--- src/rtl/timed_pulse_pkg.sv ---
package timed_pulse_pkg;
  localparam int REG_W  = 32;
  localparam int ADDR_W = 3;

  localparam logic [ADDR_W-1:0] ADDR_CTRL  = 3'd0;
  localparam logic [ADDR_W-1:0] ADDR_PIN   = 3'd1;
  localparam logic [ADDR_W-1:0] ADDR_TGTLO = 3'd2;
  localparam logic [ADDR_W-1:0] ADDR_TGTHI = 3'd3;
  localparam logic [ADDR_W-1:0] ADDR_PERLO = 3'd4;
  localparam logic [ADDR_W-1:0] ADDR_PERHI = 3'd5;

  localparam int CTRL_EN   = 0;
  localparam int CTRL_PER  = 1;
  localparam int CTRL_INT  = 2;
  localparam int PIN_DRIVE = 0;
  localparam int PIN_FUNC  = 1;

  typedef struct packed {
    logic loadTgtLo;
    logic loadTgtHi;
    logic loadPerLo;
    logic loadPerHi;
    logic advance;
    logic togglePin;
    logic clearPin;
  } strobeT;
endpackage

--- src/rtl/timed_pulse_ctrl.sv ---
module timed_pulse_ctrl
  import timed_pulse_pkg::*;
(
  input  logic              clk,
  input  logic              rstN,
  input  logic              wrEn,
  input  logic [ADDR_W-1:0] wrAddr,
  input  logic [2:0]        cfgData,
  input  logic              reached,
  output strobeT            strb,
  output logic              pinDir,
  output logic              irqPulse
);
  logic enBit, perBit, intBit, driveBit, funcBit, spent, irqQ;
  logic ctrlWr, pinWr, disableWr, armed, fire;

  assign ctrlWr    = wrEn && (wrAddr == ADDR_CTRL);
  assign pinWr     = wrEn && (wrAddr == ADDR_PIN);
  assign disableWr = ctrlWr && !cfgData[CTRL_EN];
  assign armed     = enBit && driveBit && funcBit && !spent;
  assign fire      = armed && reached && !disableWr;

  always_ff @(posedge clk) begin
    if (!rstN) begin
      enBit <= 1'b0; perBit <= 1'b0; intBit <= 1'b0;
      driveBit <= 1'b0; funcBit <= 1'b0; spent <= 1'b0; irqQ <= 1'b0;
    end else begin
      if (ctrlWr) begin
        enBit  <= cfgData[CTRL_EN];
        perBit <= cfgData[CTRL_PER];
        intBit <= cfgData[CTRL_INT];
        spent  <= 1'b0;
      end else if (fire && !perBit) begin
        spent <= 1'b1;
      end
      if (pinWr) begin
        driveBit <= cfgData[PIN_DRIVE];
        funcBit  <= cfgData[PIN_FUNC];
      end
      irqQ <= fire && intBit;
    end
  end

  always_comb begin
    strb = '0;
    strb.loadTgtLo = wrEn && (wrAddr == ADDR_TGTLO);
    strb.loadTgtHi = wrEn && (wrAddr == ADDR_TGTHI);
    strb.loadPerLo = wrEn && (wrAddr == ADDR_PERLO);
    strb.loadPerHi = wrEn && (wrAddr == ADDR_PERHI);
    strb.togglePin = fire;
    strb.advance   = fire && perBit;
    strb.clearPin  = !enBit || disableWr;
  end

  assign pinDir   = driveBit;
  assign irqPulse = irqQ;

  // single-shot mode never fires on two consecutive edges without a re-arm
  assert_single_shot_R6: assert property (@(posedge clk) disable iff (!rstN)
    (fire && !perBit && !ctrlWr) |=> !fire);
  // an interrupt only follows a cycle with interrupts enabled
  assert_irq_gated_R7: assert property (@(posedge clk) disable iff (!rstN)
    irqPulse |-> $past(intBit));
endmodule

--- src/rtl/timed_pulse_path.sv ---
module timed_pulse_path
  import timed_pulse_pkg::*;
#(
  parameter int WORD_W = REG_W,
  parameter int WORDS  = 2
) (
  input  logic                     clk,
  input  logic                     rstN,
  input  strobeT                   strb,
  input  logic [WORD_W-1:0]        wrData,
  input  logic [WORD_W*WORDS-1:0]  sysTime,
  output logic                     reached,
  output logic                     pinLevel
);
  localparam int TIME_W = WORD_W * WORDS;

  logic [TIME_W-1:0] target, period, advSum;
  logic              clkState;

  assign advSum  = target + period;
  assign reached = (sysTime >= target);

  for (genvar h = 0; h < WORDS; h++) begin : gWord
    logic ldTgt, ldPer;
    assign ldTgt = (h == 0) ? strb.loadTgtLo : strb.loadTgtHi;
    assign ldPer = (h == 0) ? strb.loadPerLo : strb.loadPerHi;
    always_ff @(posedge clk) begin
      if (!rstN) begin
        target[h*WORD_W +: WORD_W] <= '0;
        period[h*WORD_W +: WORD_W] <= '0;
      end else begin
        if (ldTgt)             target[h*WORD_W +: WORD_W] <= wrData;
        else if (strb.advance) target[h*WORD_W +: WORD_W] <= advSum[h*WORD_W +: WORD_W];
        if (ldPer)             period[h*WORD_W +: WORD_W] <= wrData;
      end
    end
  end

  always_ff @(posedge clk) begin
    if (!rstN)               clkState <= 1'b0;
    else if (strb.clearPin)  clkState <= 1'b0;
    else if (strb.togglePin) clkState <= !clkState;
  end

  assign pinLevel = clkState;

  // a toggle request only arrives while the comparator reports the target reached
  assert_toggle_reached_R4: assert property (@(posedge clk) disable iff (!rstN)
    strb.togglePin |-> reached);
  // the target only advances together with a toggle
  assert_advance_toggle_R5: assert property (@(posedge clk) disable iff (!rstN)
    strb.advance |-> strb.togglePin);
  // a forced-low and a toggle never coincide
  assert_clear_excl_R8: assert property (@(posedge clk) disable iff (!rstN)
    !(strb.clearPin && strb.togglePin));
endmodule

--- src/rtl/timed_pulse_out.sv ---
module timed_pulse_out
  import timed_pulse_pkg::*;
(
  input  logic              clk,
  input  logic              rstN,
  input  logic              wrEn,
  input  logic [ADDR_W-1:0] wrAddr,
  input  logic [REG_W-1:0]  wrData,
  input  logic [63:0]       sysTime,
  output logic              pinOut,
  output logic              pinDir,
  output logic              irqPulse
);
  strobeT strb;
  logic   reached;

  timed_pulse_ctrl uCtrl (
    .clk(clk), .rstN(rstN), .wrEn(wrEn), .wrAddr(wrAddr),
    .cfgData(wrData[2:0]), .reached(reached), .strb(strb),
    .pinDir(pinDir), .irqPulse(irqPulse)
  );

  timed_pulse_path #(.WORD_W(REG_W), .WORDS(2)) uPath (
    .clk(clk), .rstN(rstN), .strb(strb), .wrData(wrData),
    .sysTime(sysTime), .reached(reached), .pinLevel(pinOut)
  );

  // the pin only toggles while it is driven
  assert_toggle_driven_R3: assert property (@(posedge clk) disable iff (!rstN)
    strb.togglePin |-> pinDir);
endmodule

--- config.mk ---
export PLATFORM = sky130hd
export DESIGN_NAME = timed_pulse_out
export DESIGN_NICKNAME = d
export VERILOG_FILES = /design/src/rtl/timed_pulse_pkg.sv /design/src/rtl/timed_pulse_ctrl.sv /design/src/rtl/timed_pulse_path.sv /design/src/rtl/timed_pulse_out.sv
export SDC_FILE = /design/constraint.sdc
export NUM_CORES = 1
export LEC_CHECK = 0
export BUFFER_PORTS_ARGS = -buffer_cell sky130_fd_sc_hd__buf_4
export CAP_MARGIN = 40
export CORE_MARGIN = 2
export CORE_UTILIZATION = 44
export DETAILED_ROUTE_END_ITERATION = 6
export SLEW_MARGIN = 40
export SYNTH_ARGS = -nofsm -noshare
export SYNTH_HDL_FRONTEND = slang
export SYNTH_SLANG_ARGS = --single-unit
--- constraint.sdc ---
create_clock -name clk -period 3.8 [get_ports clk]
set_input_delay 0.38 -clock clk [delete_from_list [all_inputs] [get_ports clk]]
set_output_delay 0.38 -clock clk [all_outputs]
set_load 0.005 [all_outputs]
# [Yosys cells after proc, flatten, opt, wreduce, memory -nomap -nowiden]
# Index checks and enable logic that the tools add are counted.
[totals] reg_bits=136 wordCells=51 out_inout_bits=3
[op_classes] n_reduce_logical=27 bitwise_logic=1 add_sub_neg=1 n_lt_le_gt_ge=1 muxes=4 n_eq_ne=5
[op_table] operator="32-bit two-way mux" count=4
[op_table] operator="64-bit adder" count=1
[op_table] operator="64-bit greater-or-equal comparator" count=1
[op_table] operator="1-bit logical AND" count=15
[op_table] operator="3-bit by 2-bit equality test with 1-bit output (second input constant)" count=2
[op_table] operator="3-bit equality test (second input constant)" count=2
[op_table] operator="1-bit logical NOT" count=6
[op_table] operator="2-bit nonzero test" count=2
[op_table] operator="2-bit OR reduction" count=2
[op_table] operator="3-bit by 1-bit equality test with 1-bit output (second input constant)" count=1
[op_table] operator="3-bit logical NOT" count=1
[op_table] operator="1-bit logical OR" count=1
[op_table] operator="1-bit inverter" count=1

# [Logic depth before layout (Yosys ltp)]
[depth] word_depth=8 depth_mapped=16 mapped_depth_nobuf=14

# [Modules after synthesis]
# Synthesis repeated with hierarchy kept, for this count alone.
[unflattened] hier_cells=1353 area_unflattened_um2=10760.3
[by_module_without_submodules] mod="timed_pulse_path" seq_area_each_um2=2582.5 area_each_um2=10398.7 cells_each=1312 instances=1
[by_module_without_submodules] mod="timed_pulse_ctrl" seq_area_each_um2=140.1 area_each_um2=361.6 cells_each=41 instances=1

# [Least setup slack after synthesis]
# OpenSTA, ideal clock, no wires.
[synth_path] path_kind="register to register" from="reg uPath.period[5]" to="reg uPath.target[63]" setup_ns=0.086 arrival_time_ns=3.094 slack_ns=0.619 stages_incl_launch_ff=13 path_cell_list="dfxtp_1 ha_1 o21ai_2 or2b_2 o2111a_2 a2111oi_4 o21a_4 o41ai_4 a311oi_1 nor3_2 a31oi_1 mux2_2 a221oi_2"
[synth_between] elab_chain_cells=3
[synth_lines] element="start, declared" line_no="timed_pulse_path.sv:17" text="logic [TIME_W-1:0] target, period, advSum;"
[synth_lines] element="start signal, assigned by index" line_no="timed_pulse_path.sv:34" text="if (ldPer) period[h*WORD_W +: WORD_W] <= wrData;"
[synth_lines] element="64-bit adder" line_no="timed_pulse_path.sv:20" text="assign advSum = target + period;"
[synth_lines] element="32-bit two-way mux" line_no="timed_pulse_path.sv:33" text="else if (strb.advance) target[h*WORD_W +: WORD_W] <= advSum[h*WORD_W +: WORD_W];"
[synth_lines] element="32-bit two-way mux" line_no="timed_pulse_path.sv:32" text="if (ldTgt) target[h*WORD_W +: WORD_W] <= wrData;"
[synth_lines] element="end signal, assigned by index" line_no="timed_pulse_path.sv:32"
[synth_lines] element="end signal, assigned by index" line_no="timed_pulse_path.sv:33"
[synth_lines] element="end, declared" line_no="timed_pulse_path.sv:17"
# Every way passes these cells. The select of a mux whose other input is x is not followed.
# A chain may end at the register's enable or synchronous reset.

# [Worst setup path after layout]
[layout_path] from="reg uPath.target[0]" to="reg uPath.target[60]"
[layout_between] elab_chain_cells=5 elab_cells_between_ends=8
[layout_lines] element="64-bit greater-or-equal comparator" line_no="timed_pulse_path.sv:21" text="assign reached = (sysTime >= target);"
[layout_lines] element="1-bit logical AND (2 in a row)" line_no="timed_pulse_ctrl.sv:21" text="assign fire = armed && reached && !disableWr;"
[layout_lines] element="1-bit logical AND" line_no="timed_pulse_ctrl.sv:51" text="strb.advance = fire && perBit;"
[layout_lines] element="2-bit nonzero test (no line)"
# Several ways; a longest one is shown, not always the timed one. The select of a mux whose other input is x is not followed.

==> summary.md <==
The logs give 4120 ps for the required time of the critical path and 0.973 for the final RePlAce weighted congestion. The share of synthesized area occupied by flip-flops and latches was 0.252; the maximum buffer depth of the clock tree was 2. Counting flops and latches in the post-synthesis netlist gives 136.

The tools report the count of cell types in the netlist as 75. The number of remaining DRC errors is 0. 105 I/O pins were placed. The die outline height came out at 161 microns. After the last flow step, the layout net total stands at 1,731. The largest fanout on the critical path is 4, and the final period utilization is 0.954. The tools report the initial antenna violation count as 0. The initialized floorplan defines 57 standard-cell rows.

CTS placed an instance of sky130_fd_sc_hd__clkbuf_16 at the clock tree root. The logs give 0 for the final number of max-transition violations and 0.0108 sq mm for the netlist area before placement. The post-synthesis net count is 1,650.

The tools report the leakage component of the power as 5.27 nW. The average instance area after synthesis is 7.61 sq um. IR analysis of the VDD net gives a maximum drop of 275 uV. For the achievable frequency, the log shows 276 MHz. The worst setup path is launched from a flop. The effective utilization at floorplan was 0.446. The run gives 9,958 as the number of global-route vias before repair.

The run finished with clean final reports. After clock tree synthesis, the clock-pin slew on the worst setup and hold paths is 60 ps. Time the final worst path needs with I/O delays and setup: 3620 ps. Cell internal power was estimated by the tool at 0.00286 W. Setup repair after global routing could not meet its margin everywhere.

The average detailed-routed wire length per instance is 18.7 microns. The logs give 0 for the count of endpoints failing hold in the final timing report and 430 ps for the clock latency of the later-clocked register in the worst-skew pair. The primary flip-flop cell chosen by synthesis mapping was sky130_fd_sc_hd__dfxtp_1.

Setup violations remaining at the end of the flow were counted as 0. The fraction of final layout cells with drive strength greater than 1 is 0.141, and the number of enable flip-flop cells after synthesis is 0. Clock share of power: 0.477. For the worst setup path, the data arrival time is 3940 ps. The share of the core filled with cells in the final layout came out at 0.523. TritonCTS built the clock tree.

The routed design has 34.4 mm of wire. The instance count of the mapped netlist was 1,420. Switching part of the total power: 0.264. The overall routing resource usage is 0.267, and the transition time at the pin with the least slew margin is 715 ps. The detailed-route vias per instance is 5.70, and the clock sink total is 136. The most common cell in the synthesized netlist is sky130_fd_sc_hd__nand2_1. Chip width: 161 microns. The logs give 0.385 for the part of the total power dissipated in sequential elements and 26.3 mm for the detailed placer's ending HPWL. The hold buffer count at cts came out at 0.

Setup total negative slack on the finished layout was measured at 0 ps. Summed over all layers, the global routing overflow is 0. The tools report the max-cap violation count as 0. The clock tree skew after final layout is 7.98 ps.

Total of buffers placed on input and output ports: 104. Dividing total power by cell area gives a power density of 306 mW/mm^2. In this run the post-CTS setup repair buffer count came out at 0.

By count the netlist is led by sky130_fd_sc_hd__nand2_1 (216), sky130_fd_sc_hd__a21oi_1 (183), sky130_fd_sc_hd__dfxtp_1 (136). Across all layers, the routed design uses 10,500 vias. In this run the standard cell core region covers 0.0242 sq mm.

The cell type contributing the most total cell area after synthesis was sky130_fd_sc_hd__dfxtp_1. The run gives 0.519 as the relative slew slack. Yosys printed 0 warnings.

The H-tree depth was 4; the number of antenna-violating nets in the routed design was 0. The first global-routing pass estimated 54.6 mm of wire. Entering global routing, the biggest net connects 106 pins. In the post-synthesis netlist, the biggest area contributors are sky130_fd_sc_hd__dfxtp_1 (25%), sky130_fd_sc_hd__ha_1 (15%), sky130_fd_sc_hd__a21oi_1 (8.5%).

The tools report the total clock buffers created by CTS as 17. Count of filler cells inserted in the layout: 2,398. Proportion of netlist area held by the largest area contributor: 0.252. The min-delay analysis places its worst path in the category in -> reg. The fraction of synthesis flops using an asynchronous set or reset pin was 0; the total iterations of the first detailed-routing run was 6.

The post-synthesis to final-layout area growth is 17.4%. The analysis attributes to net switching a power of 0.00102 W. The tools report the logic gate share of total power as 0.138. The sort of element at the end of the critical path was a flop. After the first detailed-routing iteration, the DRC count stood at 683.

The repair_antennas step left the layout with diodes totalling 0. The die covers 0.0258 sq mm. After clock tree synthesis, the repair step resized 0 gates.

The critical path class was reg -> reg.
==> power by group through the flow <==
stage / clock network [W] / logic, W / registers [W]
after floorplan: 0 / 0.000310 / 0.00151
after global placement: 0 / 0.000518 / 0.00152
after detailed placement: 0 / 0.000526 / 0.00152
after CTS: 0.00186 / 0.000530 / 0.00149
after global routing: 0.00192 / 0.000595 / 0.00150
final: 0.00185 / 0.000534 / 0.00149
==> cells by family after synthesis <==
| group | synth area share |
|---|---|
| xor+xnor | 0.0413 |
| fa+ha+maj | 0.149 |
| compound gates | 0.260 |
| mux | 0.0521 |
| buf+inv | 0.0644 |
| simple gates | 0.181 |
| flops | 0.252 |
==> placed cells by master (no fill, tap or decap), drive strengths merged, types with 7 or more instances in the layout <==
| master | n |
|---|---|
| o21a | 12 |
| mux2i | 54 |
| nor3 | 20 |
| o31ai | 9 |
| o21ai | 80 |
| nand2 | 216 |
| and3 | 10 |
| nor2 | 102 |
| o21bai | 12 |
| nand4 | 28 |
| a31oi | 7 |
| nand2b | 8 |
| a21o | 39 |
| o211ai | 11 |
| a221oi | 8 |
| ha | 127 |
| clkbuf | 21 |
| inv | 85 |
| nand3 | 12 |
| nor2b | 9 |
| a211oi | 38 |
| xnor2 | 29 |
| xor2 | 22 |
| or3 | 9 |
| buf | 142 |
| dfxtp | 136 |
| a21oi | 183 |
==> layer usage <==
metal,share of wire,GRT usage
met1,0.48,0.385
met2,0.43,0.417
met3,0.060,0.0313
met4,0.026,0.0856
met5,0,0
==> through the flow <==
stage / hold slack, ps / total power, W / cells / setup slack [ps] / instance area [sq um]
5_1_grt: 243 / 0.00402 / 1838 / -13.9 / 12700
3_5_place_dp: 453 / 0.00205 / 1806 / 68.1 / 12000
3_3_place_gp: 446 / 0.00204 / 1806 / 147 / 12000
4_1_cts: 240 / 0.00389 / 1838 / 29.5 / 12600
6_report: 242 / 0.00388 / 1838 / 176 / 12700
2_1_floorplan: 409 / 0.00182 / 1420 / 619 / 10800
==> cell type report <==
| type | instances | area [sq um] | area share |
|---|---|---|---|
| multi-input combinational | 1119 | 7450 | 0.587 |
| timing repair buffer | 142 | 1140 | 0.0899 |
| clock inverter | 11 | 169 | 0.0133 |
| tap | 324 | 405 | 0.0319 |
| clock buffer | 21 | 480 | 0.0379 |
| sequential | 136 | 2720 | 0.215 |
| inverter | 85 | 319 | 0.0251 |
==> registers in the layout (all words and copies together), names as in the netlist <==
signal          cells
uCtrl.irqPulse      1
uPath.pinLevel      1
uCtrl.perBit        1
uCtrl.funcBit       1
uPath.period       64
uPath.target       64
uCtrl.intBit        1
uCtrl.pinDir        1
uCtrl.spent         1
uCtrl.enBit         1
==> critical path: stages (launching register included) <==
cell	delay [ps]
sky130_fd_sc_hd__dfxtp_1	360
sky130_fd_sc_hd__ha_1	200
sky130_fd_sc_hd__inv_1	70
sky130_fd_sc_hd__fa_1	400
sky130_fd_sc_hd__nor2b_1	160
sky130_fd_sc_hd__o211ai_1	180
sky130_fd_sc_hd__a21oi_1	230
sky130_fd_sc_hd__a41o_1	290
sky130_fd_sc_hd__a21oi_1	180
sky130_fd_sc_hd__o31ai_2	370
sky130_fd_sc_hd__a41o_1	340
sky130_fd_sc_hd__a21oi_1	210
sky130_fd_sc_hd__a22oi_1	240
sky130_fd_sc_hd__xor2_1	90
sky130_fd_sc_hd__a22o_1	200
==> worst paths after layout <==
check / startpoint / slack, ps / endpoint / cells after the start
max: uPath.target[0]$_SDFFE_PN0P_ / 180 / uPath.target[60]$_SDFFE_PN0P_ / 14
min: wrData[23] / 240 / uPath.period[23]$_SDFFE_PN0P_ / 3
max reg2reg: uPath.target[0]$_SDFFE_PN0P_ / 180 / uPath.target[60]$_SDFFE_PN0P_ / 14
min reg2reg: uPath.period[2]$_SDFFE_PN0P_ / 460 / uPath.period[2]$_SDFFE_PN0P_ / 2
Power figures use the tool's default switching activity.
